`src/rtl/alu32_pkg.sv`:
```
package alu32_pkg;

    typedef enum logic [5:0] {
        FN_ADD  = 6'h00,
        FN_SUB  = 6'h01,
        FN_MUL  = 6'h02,
        FN_DIV  = 6'h03,
        FN_REM  = 6'h04,
        FN_XOR  = 6'h16,
        FN_AND  = 6'h18,
        FN_XNOR = 6'h19,
        FN_OR   = 6'h1E,
        FN_SHL  = 6'h20,
        FN_SHR  = 6'h21,
        FN_SRA  = 6'h23,
        FN_CEQ  = 6'h33,
        FN_CLT  = 6'h35,
        FN_CLE  = 6'h37
    } alu_fn_e;

    function automatic logic fn_assigned(input logic [5:0] code);
        case (code)
            FN_ADD, FN_SUB, FN_MUL, FN_DIV, FN_REM,
            FN_XOR, FN_AND, FN_XNOR, FN_OR,
            FN_SHL, FN_SHR, FN_SRA,
            FN_CEQ, FN_CLT, FN_CLE: return 1'b1;
            default:                return 1'b0;
        endcase
    endfunction

    function automatic logic fn_is_compare(input logic [5:0] code);
        return (code == FN_CEQ) || (code == FN_CLT) || (code == FN_CLE);
    endfunction

endpackage

```
`src/rtl/alu32_arith.sv`:
```
module alu32_arith #(
    parameter int WIDTH = 32
) (
    input  logic [WIDTH-1:0] a_i,
    input  logic [WIDTH-1:0] b_i,
    output logic [WIDTH-1:0] sum_o,
    output logic [WIDTH-1:0] diff_o,
    output logic [WIDTH-1:0] prod_o,
    output logic [WIDTH-1:0] quot_o,
    output logic [WIDTH-1:0] rem_o
);
    localparam logic [WIDTH-1:0] MOST_NEG = {1'b1, {(WIDTH-1){1'b0}}};
    localparam logic [WIDTH-1:0] MINUS_ONE = {WIDTH{1'b1}};
    localparam logic [WIDTH-1:0] ONE = {{(WIDTH-1){1'b0}}, 1'b1};

    logic              div_zero;
    logic              div_ovf;
    logic [WIDTH-1:0]  safe_divisor;
    logic signed [WIDTH-1:0] s_quot;
    logic signed [WIDTH-1:0] s_rem;

    assign sum_o  = a_i + b_i;
    assign diff_o = a_i - b_i;
    assign prod_o = a_i * b_i;

    assign div_zero     = (b_i == '0);
    assign div_ovf      = (a_i == MOST_NEG) && (b_i == MINUS_ONE);
    assign safe_divisor = (div_zero || div_ovf) ? ONE : b_i;

    assign s_quot = $signed(a_i) / $signed(safe_divisor);
    assign s_rem  = $signed(a_i) % $signed(safe_divisor);

    always_comb begin
        if (div_zero) begin
            quot_o = '0;
            rem_o  = a_i;
        end else if (div_ovf) begin
            quot_o = MOST_NEG;
            rem_o  = '0;
        end else begin
            quot_o = s_quot;
            rem_o  = s_rem;
        end
    end

    always_comb begin

        divrem_identity_chk: assert ((quot_o * b_i) + rem_o == a_i)
            else $error("quotient*divisor+remainder does not rebuild dividend");

        rem_sign_chk: assert (div_zero || rem_o == '0 || rem_o[WIDTH-1] == a_i[WIDTH-1])
            else $error("remainder sign differs from dividend");

        div_zero_chk: assert (!div_zero || (quot_o == '0 && rem_o == a_i))
            else $error("divide by zero result wrong");

        add_sub_chk: assert (diff_o + b_i == a_i && sum_o - b_i == a_i)
            else $error("add/sub inconsistent");
    end

endmodule

```
`src/rtl/alu32_logic.sv`:
```
module alu32_logic #(
    parameter int WIDTH = 32
) (
    input  logic [WIDTH-1:0] a_i,
    input  logic [WIDTH-1:0] b_i,
    output logic [WIDTH-1:0] and_o,
    output logic [WIDTH-1:0] or_o,
    output logic [WIDTH-1:0] xor_o,
    output logic [WIDTH-1:0] xnor_o
);
    for (genvar i = 0; i < WIDTH; i++) begin : g_bit
        assign and_o[i]  = a_i[i] & b_i[i];
        assign or_o[i]   = a_i[i] | b_i[i];
        assign xor_o[i]  = a_i[i] ^ b_i[i];
        assign xnor_o[i] = ~(a_i[i] ^ b_i[i]);
    end

    always_comb begin

        xnor_xor_chk: assert (xnor_o == ~xor_o)
            else $error("xnor is not the complement of xor");

        and_or_chk: assert ((and_o | xor_o) == or_o && (and_o & xor_o) == '0)
            else $error("and/or/xor inconsistent");
    end

endmodule

```
`src/rtl/alu32_shift.sv`:
```
module alu32_shift #(
    parameter int WIDTH = 32,
    localparam int SH_W = $clog2(WIDTH)
) (
    input  logic [WIDTH-1:0] a_i,
    input  logic [SH_W-1:0]  amt_i,
    output logic [WIDTH-1:0] shl_o,
    output logic [WIDTH-1:0] shr_o,
    output logic [WIDTH-1:0] sra_o
);
    logic [WIDTH-1:0] fill_mask;

    assign shl_o     = a_i << amt_i;
    assign shr_o     = a_i >> amt_i;
    assign fill_mask = ~({WIDTH{1'b1}} >> amt_i);
    assign sra_o     = a_i[WIDTH-1] ? (shr_o | fill_mask) : shr_o;

    always_comb begin

        zero_amt_chk: assert (amt_i != '0 || (shl_o == a_i && shr_o == a_i && sra_o == a_i))
            else $error("zero shift changed the operand");

        sra_fill_chk: assert (a_i[WIDTH-1] || sra_o == shr_o)
            else $error("arithmetic shift of non-negative differs from logical");

        sra_sign_chk: assert (sra_o[WIDTH-1] == a_i[WIDTH-1])
            else $error("arithmetic shift lost the sign");
    end

endmodule

```
`src/rtl/alu32_cmp.sv`:
```
module alu32_cmp #(
    parameter int WIDTH = 32
) (
    input  logic [WIDTH-1:0] a_i,
    input  logic [WIDTH-1:0] b_i,
    output logic             eq_o,
    output logic             lt_o,
    output logic             le_o
);
    assign eq_o = (a_i == b_i);
    assign lt_o = $signed(a_i) < $signed(b_i);
    assign le_o = !($signed(b_i) < $signed(a_i));

    always_comb begin

        le_cover_chk: assert (le_o == (lt_o || eq_o))
            else $error("less-or-equal disagrees with less-than/equal");

        lt_eq_excl_chk: assert (!(lt_o && eq_o))
            else $error("less-than and equal both true");
    end

endmodule

```
`src/rtl/alu32_core.sv`:
```
module alu32_core
    import alu32_pkg::*;
#(
    parameter int WIDTH = 32,
    parameter int SEL_W = 6
) (
    input  logic [SEL_W-1:0] sel_i,
    input  logic [WIDTH-1:0] a_i,
    input  logic [WIDTH-1:0] b_i,
    output logic [WIDTH-1:0] result_o
);
    localparam int SH_W = $clog2(WIDTH);

    logic [WIDTH-1:0] sum, diff, prod, quot, rem;
    logic [WIDTH-1:0] land, lor, lxor, lxnor;
    logic [WIDTH-1:0] shl, shr, sra;
    logic             eq, lt, le;

    alu32_arith #(.WIDTH(WIDTH)) u_arith (
        .a_i    (a_i),
        .b_i    (b_i),
        .sum_o  (sum),
        .diff_o (diff),
        .prod_o (prod),
        .quot_o (quot),
        .rem_o  (rem)
    );

    alu32_logic #(.WIDTH(WIDTH)) u_logic (
        .a_i    (a_i),
        .b_i    (b_i),
        .and_o  (land),
        .or_o   (lor),
        .xor_o  (lxor),
        .xnor_o (lxnor)
    );

    alu32_shift #(.WIDTH(WIDTH)) u_shift (
        .a_i   (a_i),
        .amt_i (b_i[SH_W-1:0]),
        .shl_o (shl),
        .shr_o (shr),
        .sra_o (sra)
    );

    alu32_cmp #(.WIDTH(WIDTH)) u_cmp (
        .a_i  (a_i),
        .b_i  (b_i),
        .eq_o (eq),
        .lt_o (lt),
        .le_o (le)
    );

    always_comb begin
        unique case (sel_i)
            FN_ADD:  result_o = sum;
            FN_SUB:  result_o = diff;
            FN_MUL:  result_o = prod;
            FN_DIV:  result_o = quot;
            FN_REM:  result_o = rem;
            FN_AND:  result_o = land;
            FN_OR:   result_o = lor;
            FN_XOR:  result_o = lxor;
            FN_XNOR: result_o = lxnor;
            FN_SHL:  result_o = shl;
            FN_SHR:  result_o = shr;
            FN_SRA:  result_o = sra;
            FN_CEQ:  result_o = {{(WIDTH-1){1'b0}}, eq};
            FN_CLT:  result_o = {{(WIDTH-1){1'b0}}, lt};
            FN_CLE:  result_o = {{(WIDTH-1){1'b0}}, le};
            default: result_o = '0;
        endcase
    end

    always_comb begin

        unassigned_zero_chk: assert (fn_assigned(sel_i) || result_o == '0)
            else $error("unassigned code gave nonzero result");

        cmp_bool_chk: assert (!fn_is_compare(sel_i) || result_o[WIDTH-1:1] == '0)
            else $error("compare result not 0 or 1");
    end

endmodule

```
`config.mk`:
```
export PLATFORM = sky130hd
export DESIGN_NAME = alu32_core
export DESIGN_NICKNAME = d
export VERILOG_FILES = /design/src/rtl/alu32_pkg.sv /design/src/rtl/alu32_arith.sv /design/src/rtl/alu32_logic.sv /design/src/rtl/alu32_shift.sv /design/src/rtl/alu32_cmp.sv /design/src/rtl/alu32_core.sv
export SDC_FILE = /design/constraint.sdc
export NUM_CORES = 2
export LEC_CHECK = 0
export CORE_ASPECT_RATIO = 0.5
export CORE_MARGIN = 2
export CORE_UTILIZATION = 61
export DETAILED_ROUTE_END_ITERATION = 7
export PLACE_DENSITY = 0.81
export SLEW_MARGIN = 5
export SYNTH_ARGS = -nofsm -noshare
export SYNTH_HDL_FRONTEND = slang
export SYNTH_HIERARCHICAL = 1
export SYNTH_SLANG_ARGS = --single-unit
export TNS_END_PERCENT = 30
```
`constraint.sdc`:
```
create_clock -name vclk -period 176.9
set_input_delay 44.225 -clock vclk [all_inputs]
set_output_delay 44.225 -clock vclk [all_outputs]
set_load 0.02 [all_outputs]
```
==> metrics <==
largest area contributor in the synthesized netlist=ha_1; Core Region=approximately 100000 µm²; yosys warns=6; status=complete, but fails checks; top-count cell post-synth=nand2_1; cell row count=82; via count=between 70000 and 80000; Final setup violation count=0; fin util=0.653; Die Ht=229 µm; Largest stage delay, worst path=0.99 ns; most frequent CP cell=ha_1; # port buffers=between 100 and 150; Synth-to-Final Area Change=5.88%; GP Congestion=1.17; register area=0 µm²; drt drc=approximately 360; synthesized area per cell=~7 µm²; clk_buf instances=0; Initial Utilization=0.616; Synth area leaders=ha_1 16%, fa_1 13%, nand2_1 6.7%; Fmax achieved=between 5 and 6 MHz; Slew headroom=-0.0141; hold crit path type=input port to output pin; Pre-antenna DRT Iters=8; Top-Level Pins=just over 100; hold_ws=89.85 ns; violated checks=design-rule violations, max-capacitance violations, max-slew violations; list of most frequent post-synthesis cells=1099 x nand2_1, 897 x inv_1, 814 x ha_1; Avg WL per Cell=between 20 and 30 µm; Worst EP arrival=129.61 ns; final hold violation count=0; Worst path slowest cell=clkdlybuf4s50_1; Routed WL=292000 µm; Yosys top cell area share=0.165; fin nets=9955; global-route wire length before repair=around 420000 µm; chip width=between 400 and 500 µm; crit path max fanout=38; M3 GR Usage=0.243; synthesized instance count=8707; critical path type=input port to output pin; Pins Over Slew Limit=3; Post-DP HPWL=219000 µm; die area=104000 µm²; Tcrit/Tclk final=0.983; Worst Setup Start Kind=input port; Distinct cells, synth=between 100 and 150; met1 Use GR=0.665; Seq cells=0; DRT iter0 DRCs=11600; area post-placement=64500 µm²; Buffers & Inverters on Critical Path=33; largest net degree at the start of global routing=69; layout cells sized above 1=0.0859; crit end category=output pin; number of global-route vias before repair=approximately 67000; required time of the critical path=roughly 130 ns; GRT met2 Usage=0.752; Worst-Margin Slew=about 1.5 ns; Mapped Nets=between 10000 and 15000; Final Cell Area=roughly 65000 µm²; initial antenna violation count=19; post-route ant nets=0; via density per instance=7.08; hold_buf cts=0; max-cap viol count=1; CP top delay family=compound AO/OA/AOI/OAI gates; GR Util All Layers=0.538; Synth Cell Area=~62000 µm²; Final Critical Period=roughly 170 ns; GR peak layer=met2; sequential area share after synthesis=0; grt ovf=0
[cell type report]
class / instances / area, µm²
inverter: 902 / 3390
timing repair buffer: 380 / 2990
tap: 1344 / 1680
fill: 9140 / 34800
antenna: 16 / 40.0
timing repair inverter: 1 / 5.00
multi-input combinational: 7375 / 57300
[timing repair]
item                                   in CTS  in global routing
gates resized for setup                    14                113
cloned                                      0                  2
pin swaps                                   0                 16
endpoints found under the hold margin       0                  0
buffers inserted                            0                 22
setup endpoints to repair                  29                 32
[worst min-delay path, stage by stage]
cell,delay (ns)
buf_2,0.32
inv_1,0.13
ha_1,0.16
a21oi_1,0.07
nand3_1,0.08
clkdlybuf4s50_1,0.62
[per-layer routing]
metal,vias to the layer above,part of all wire
li1,30400,-
met1,33100,0.36
met2,5817,0.39
met3,1598,0.17
met4,30,0.079
met5,-,0.0013
[cell families (layout without fill, tap and decap cells)]
logic type               Yosys count  count (layout)  share of synthesized area
AO/OA/AOI/OAI                   2204            2205                      0.238
XOR/XNOR                         618             618                     0.0877
AND/OR/NAND/NOR                 3052            3052                      0.230
buffers and inverters           1333            1283                     0.0868
adder cells (fa/ha/maj)         1225            1225                      0.298
multiplexers                     275             275                     0.0590
other                              0              16                          0
[path summary, 6_finish.rpt]
| path | start | endpoint | slack (ns) | cells past startpoint |
|---|---|---|---|---|
| setup / recovery | b_i[28] | result_o[25] | 3.06 | 349 |
| hold / removal | a_i[13] | result_o[13] | 89.85 | 6 |
[per-stage QoR]
step	std cells	setup TNS (ns)	setup slack [ns]
CTS	9978	0	0.164
global placement	9978	-20.55	-1.40
floorplan	8707	0	4.78
global route	10000	-0.591	-0.213
detailed placement	9978	-34.36	-1.95
finish	10000	0	3.06
[layout by cell type (no fill, tap or decap), types with 23 or more instances in the layout]
master	synthesis	routed
nor2b_1	84	83
nand3_1	209	208
nor3_1	191	179
o21ai_1	25	23
o21a_1	134	133
inv_1	897	896
a22oi_1	64	64
a211o_1	31	31
xor2_1	186	186
fa_1	411	411
a31oi_1	92	87
mux2i_1	144	144
nand2_1	1099	1093
buf_2	75	28
o22ai_1	40	39
or3_1	74	73
o21ai_0	359	353
a21o_1	184	184
o31ai_1	59	51
and3_1	71	70
mux4_2	55	55
o21bai_1	61	61
nor2_1	807	795
or2_2	47	47
mux2_2	64	64
ha_1	814	813
clkdlybuf4s50_1	0	67
xnor2_1	431	414
a21oi_1	609	603
nand4_1	90	90
a211oi_1	73	68
a221oi_1	48	42
o211ai_1	68	68
and2_1	129	127
buf_4	9	278
nand2b_1	88	87
